**src/rtl/align_guard.sv**
```systemverilog
module align_guard #(
  parameter int AW = 64
) (
  input  logic          clk,
  input  logic          rst,
  input  logic          fetch_valid,
  input  logic [AW-1:0] fetch_pc,
  input  logic          data_valid,
  input  logic [AW-1:0] data_base,
  input  logic [AW-1:0] data_addr,
  input  logic [1:0]    data_size,
  input  logic          data_sp_base,
  input  logic [1:0]    data_kind,
  input  logic          data_device,
  input  logic [1:0]    cur_el,
  input  logic          sp_chk_el0,
  input  logic          sp_chk_el1,
  input  logic          sp_chk_el2,
  input  logic          sp_chk_el3,
  output logic          fault,
  output logic [1:0]    fault_class,
  output logic [AW-1:0] fault_addr,
  output logic [AW-1:0] link_addr
);

  localparam logic [1:0] K_PLAIN = 2'b00;
  localparam logic [1:0] K_EXCL  = 2'b01;
  localparam logic [1:0] K_PAIR  = 2'b10;
  localparam logic [1:0] K_ORD   = 2'b11;
  localparam logic [1:0] C_NONE  = 2'b00;
  localparam logic [1:0] C_PC    = 2'b01;
  localparam logic [1:0] C_SP    = 2'b10;
  localparam logic [1:0] C_DATA  = 2'b11;

  logic [3:0] sp_en;
  logic       sp_on, pc_bad, sp_bad, ea_bad, need_nat, need_pair;
  logic [3:0] nat_mask, pair_mask;
  logic [1:0] next_class;
  logic [1:0] class_q;

  assign sp_en = {sp_chk_el3, sp_chk_el2, sp_chk_el1, sp_chk_el0};
  assign sp_on = sp_en[cur_el];

  always_comb begin
    case (data_size)
      2'd0:    nat_mask = 4'b0000;
      2'd1:    nat_mask = 4'b0001;
      2'd2:    nat_mask = 4'b0011;
      default: nat_mask = 4'b0111;
    endcase
  end
  assign pair_mask = {nat_mask[2:0], 1'b1};

  assign need_nat  = (data_kind == K_EXCL) || (data_kind == K_ORD) ||
                     ((data_kind == K_PLAIN) && data_device);
  assign need_pair = (data_kind == K_PAIR);

  assign pc_bad = fetch_valid && (fetch_pc[1:0] != 2'b00);
  assign sp_bad = data_valid && data_sp_base && sp_on && (data_base[3:0] != 4'b0000);
  assign ea_bad = data_valid &&
                  ((need_nat  && ((data_addr[3:0] & nat_mask)  != 4'b0000)) ||
                   (need_pair && ((data_addr[3:0] & pair_mask) != 4'b0000)));

  assign next_class = pc_bad ? C_PC : sp_bad ? C_SP : ea_bad ? C_DATA : C_NONE;

  always_ff @(posedge clk) begin
    if (rst) begin
      class_q    <= C_NONE;
      fault_addr <= '0;
      link_addr  <= '0;
    end else begin
      class_q <= next_class;
      if (next_class != C_NONE)
        fault_addr <= pc_bad ? fetch_pc : data_addr;
      if (pc_bad)
        link_addr <= fetch_pc;
    end
  end

  assign fault       = (class_q != C_NONE);
  assign fault_class = class_q;

  a_r1_pc_fault: assert property (@(posedge clk) disable iff (rst)
    (fetch_valid && fetch_pc[1:0] != 2'b00) |=> (fault && fault_class == C_PC));

  a_r2_pc_capture: assert property (@(posedge clk) disable iff (rst)
    (fetch_valid && fetch_pc[1:0] != 2'b00) |=>
      (fault_addr == $past(fetch_pc) && link_addr == $past(fetch_pc)));

  // enabled level, misaligned SP base, no fetch fault
  a_r3_sp_fault: assert property (@(posedge clk) disable iff (rst)
    (data_valid && data_sp_base && sp_en[cur_el] && data_base[3:0] != 4'b0000 &&
     !(fetch_valid && fetch_pc[1:0] != 2'b00)) |=> (fault_class == C_SP));

  a_r8_plain_normal_free: assert property (@(posedge clk) disable iff (rst)
    (data_valid && data_kind == K_PLAIN && !data_device && !data_sp_base && !fetch_valid)
      |=> !fault);

  a_r10_hold: assert property (@(posedge clk) disable iff (rst)
    !fault |-> ($stable(fault_addr) || $past(rst)));

  a_r10_link_hold: assert property (@(posedge clk) disable iff (rst)
    (fault_class != C_PC) |-> ($stable(link_addr) || $past(rst)));

  a_r10_idle: assert property (@(posedge clk) disable iff (rst)
    (!fetch_valid && !data_valid) |=> !fault);

endmodule

```
**config.mk**
```make
export PLATFORM = sky130hd
export DESIGN_NAME = align_guard
export DESIGN_NICKNAME = d
export VERILOG_FILES = /design/src/rtl/align_guard.sv
export SDC_FILE = /design/constraint.sdc
export NUM_CORES = 1
export LEC_CHECK = 0
export CORE_AREA = 2 2 131 133
export CTS_CLUSTER_SIZE = 24
export DETAILED_ROUTE_END_ITERATION = 16
export DIE_AREA = 0 0 133 135
export PLACE_DENSITY = 0.73
export SKIP_CTS_REPAIR_TIMING = 1
export SLEW_MARGIN = 20
export SYNTH_ARGS = -nofsm -noshare
export SYNTH_HDL_FRONTEND = slang
export SYNTH_SLANG_ARGS = --single-unit
```
**constraint.sdc**
```tcl
create_clock -name clk -period 3.88 [get_ports clk]
set_input_delay 0.776 -clock clk [delete_from_list [all_inputs] [get_ports clk]]
set_output_delay 0.776 -clock clk [all_outputs]
set_load 0.01 [all_outputs]
```
# Word level (Yosys, flattened, before mapping)
# Cells that the tools add are included.
totals:
  register_bits: 130
  input_bits: 208
  out_inout_bits: 131
  word_cells: 37
op_classes:
  n_lt_le_gt_ge: 1
  eq_ne: 5
  mux: 7
  bitwise: 2
  reduce_logical: 19
op_table:
  columns: ["operator", "count"]
  rows:
  - ["2-to-1 mux 64 bit", 1]
  - ["nonzero test 4 bit", 3]
  - ["case mux 3 bit (3 select lines)", 1]
  - ["AND 4 bit", 2]
  - ["logical AND 1 bit", 8]
  - ["== test 2 bit (second input constant)", 3]
  - ["2-to-1 mux 2 bit", 3]
  - ["nonzero test 2 bit", 3]
  - ["== test 2 x 1 -> 1 bit (second input constant)", 2]
  - ["logical NOT 2 bit", 2]
  - ["logical OR 1 bit", 3]
  - ["less-than comparator 2 x 3 -> 1 bit (second input constant)", 1]
  - ["binary-select mux 1 bit (select 2 bit)", 1]
  - ["2-to-1 mux 1 bit", 1]

# Longest topological paths before layout
logic_depth:
  depth_word: 11
  ltp_mapped: 7
  ltp_nobuf: 5

# Worst setup path before layout
# OpenSTA, ideal clock, no wires.
synth_path:
  path_kind: "in2reg"
  start: "input port data_base[1]"
  end: "register fault_addr[10]"
  setup_ns: 0.081
  arrival_ns: 2.281
  required_time_ns: 3.799
  setup_slack_ns: 1.518
  cell_stages: 7
  path_buffers: 2
  path_cell_list: "or4_1 -> and4_4 -> a221oi_2 -> buf_6 -> buf_6 -> a21oi_2 -> a211oi_2"
synth_via:
  elab_chain_len: 5
synth_lines:
  columns: ["element", "line_no", "text"]
  rows:
  - ["start: declaration", "9", "input logic [AW-1:0] data_base,"]
  - ["nonzero test 4 bit", "59", "assign sp_bad = data_valid && data_sp_base && sp_on && (data_base[3:0] != 4'b0000);"]
  - ["logical AND 1 bit", "59", null]
  - ["2-to-1 mux 2 bit (2 in a row)", "64", "assign next_class = pc_bad ? C_PC : sp_bad ? C_SP : ea_bad ? C_DATA : C_NONE;"]
  - ["nonzero test 2 bit", "73", "if (next_class != C_NONE)"]
  - ["end signal: assignment", "74", "fault_addr <= pc_bad ? fetch_pc : data_addr;"]
  - ["end: declaration", "22", "output logic [AW-1:0] fault_addr,"]
# Every way passes these cells.
# A chain may end at the register's enable or synchronous reset.

# Worst setup path after layout
layout_path:
  start: "input port cur_el[0]"
  end: "register fault_addr[58]"
layout_via:
  elab_chain_len: 7
layout_lines:
  columns: ["element", "line_no", "text"]
  rows:
  - ["start: declaration", "15", "input logic [1:0] cur_el,"]
  - ["binary-select mux 1 bit (select 2 bit)", "42", "assign sp_on = sp_en[cur_el];"]
  - ["2-to-1 mux 1 bit (implied by the code)", "42", null]
  - ["logical AND 1 bit (2 in a row)", "59", null]
  - ["2-to-1 mux 2 bit (2 in a row)", "64", null]
  - ["nonzero test 2 bit", "73", null]
# Every way passes these cells. The select of a mux whose other input is x is not followed.

==> impl_metrics.yaml <==
run_status:
  status: "finished, final reports clean"
final_layout:
  final_common_cell: "clkdlybuf4s50_1"
  syn2layout_area_growth_pct: 65.5
  final_cell_mix: "277 x clkdlybuf4s50_1, 192 x nand2_1, 130 x dfxtp_1"
  num_antenna_cells: 0
  nNetsFinal: 1116
  drive_above_1_share: 0.119
  utilization: 0.545
clocking:
  cts_root_buffer: "clkbuf_16"
  cts.clk_slew.worst_paths_ns: 0.06
  cts_tree: "done"
  numCtsBuffers: 17
  cts_num_sinks: 130
  clk_path_buf_depth: 2
  clock_latency_ns: 0.40
  cts_max_level: 4
global_routing:
  grtUsageTotal: 0.196
  grt_max_degree: 72
  antenna_found_initial: 0
  grt_first_pass_wirelength_mm: 27.7
  overflow: 0
  first_global_vias: 5122
setup_path:
  crit_arrival_ns: 3.16
  path_class: "in -> reg"
  rr_worst_depth: 2
  cp-end-kind: "flop"
  cp_max_fo: 40
  worstReg2RegStart: "fault_addr[9]"
  reg2reg_to: "fault_addr[9]"
  worst_ep_required_time_ns: 4.15
  startpoint_type: "input pin"
  reg2reg_setup_slack_ns: 3.10
timing:
  fin_tns_setup_ns: 0
  fin_crit_ns: 2.90
  final-setup-viol-count: 0
  tightest_slew_ns: 0.700
  slew_headroom: 0.533
  rsz0062_at_grt: "false"
  hold_viol: 0
  clock_skew_ns: 0
  clock.fmax_mhz: 345
  slew_violations: 0
  fin_crit_sh: 0.747
power_and_ir_drop:
  p_int_mw: 2.84
  p_total_mw: 3.89
  seqPwrFrac: 0.382
  p_comb_frac: 0.206
  leakage_nw: 3.25
  netSwitchingFraction: 0.271
  p_sw_mw: 1.06
  p_per_area_nw_per_um2: 435
  clockPowerShare: 0.412
  ir_drop_v: 0.000274
route:
  final_antenna_net_count: 0
  wl_per_cell_um: 15.7
  drt_pass1_iterations: 6
  viasPerCell: 4.88
  drt-total-wl_mm: 18.0
  vias: 5570
  drc: 0
  drtIter0Drc: 212
flow_run:
  cap_violations: 0
die:
  initial_utilization: 0.329
  num_rows: 47
  core-area_um2: 16400
  die_h_um: 135
  dieWidth_um: 133
  ios: 339
  dieArea_um2: 18000
synthesis:
  syn-instance-count: 656
  synth-seq-area-share: 0.481
  synth_ff_type: "dfxtp_1"
  synth_async_sr_flop_share: 0
  synth.cell_area_um2: 5410
  synth_seq_cells: 130
  yosysWarnings: 0
  avgSynthCellArea_um2: 8.24
  synth_nets: 864
  ys_types: 27
  synth_edf_count: 0
hold_path:
  holdPathEnd: "link_addr[27]"
  hold_depth: 2
  hp-start: "link_addr[27]"
  hold_class: "reg -> reg"
placement:
  dpl.hpwl_mm: 12.6
  io_buffer_count: 278
  place_congestion: 0.776
power by group through the flow:
stage / clock (mW) / combinational [mW] / sequential (mW)
after floorplan: 0 / 0.316 / 1.56
after global placement: 0 / 0.805 / 1.51
after detailed placement: 0 / 0.809 / 1.52
after CTS: 1.65 / 0.813 / 1.49
after global routing: 1.71 / 0.868 / 1.50
final: 1.60 / 0.802 / 1.49
synth_stat cells (2+ instances only):
master | number | area [µm²]
a21o_1 | 3 | 22.5
o21ai_0 | 3 | 15.0
buf_2 | 3 | 15.0
o21a_1 | 2 | 15.0
a21oi_2 | 10 | 87.6
nor2_1 | 64 | 240
buf_6 | 6 | 67.6
buf_1 | 6 | 22.5
a211oi_2 | 50 | 626
a21oi_1 | 119 | 596
dfxtp_1 | 130 | 2600
nand2_1 | 192 | 721
a211oi_1 | 14 | 105
clkbuf_1 | 41 | 154
worst max-delay path by stage:
stage                 startpoint              to  slack (ns)
floorplan           data_base[1]  fault_addr[10]        1.52
global placement       cur_el[0]  fault_addr[44]        0.53
detailed placement     cur_el[0]  fault_addr[44]        0.51
CTS                    cur_el[0]  fault_addr[44]        0.95
global route           cur_el[0]   fault_addr[8]        0.91
finish                 cur_el[0]  fault_addr[58]        0.98
flip-flops by register name, summed over array words and instances, names as in the netlist:
register / flops
fault_addr: 64
fault_class: 2
link_addr: 64
worst max-delay path: stages:
cell and delay, ns:
clkdlybuf4s50_1 0.54, mux4_2 0.57, and4_4 0.24, a221o_2 0.56, buf_12 0.28, nand2_1 0.12
a211oi_2 0.06
stage by stage:
stage                     cells  setup WS (ns)  hold WS (ns)  cell area [µm²]
after detailed placement   1109          0.510         0.446             8350
final                      1141          0.983         0.451             8950
after global routing       1141          0.915         0.468             8950
after global placement     1109          0.534         0.441             8350
after floorplan             656           1.52         0.481             5410
after CTS                  1141          0.954         0.454             8950
kinds of logic after synthesis:
group / Yosys count / synth area share
DFF: 130 / 0.481
and+or+nand+nor: 263 / 0.187
muxes: 1 / 0.00417
buffers and inverters: 57 / 0.0486
AOI/OAI and AO/OA: 205 / 0.279
cell type report:
type,instances,area (µm²)
fill,1520,7460
inverter,1,3.75
tap,220,275
clock buffer,19,443
multi-input combinational,469,2570
sequential,130,2600
clock inverter,13,150
timing repair buffer,289,2900
metal layers:
layer	vias up	GRT usage	wire [µm]
met5	-	0	0
met4	0	0.0711	299
met3	17	0.0893	2130
met2	265	0.307	8160
met1	2555	0.239	7370
li1	2733	-	-
Power figures use the tool's default switching activity.
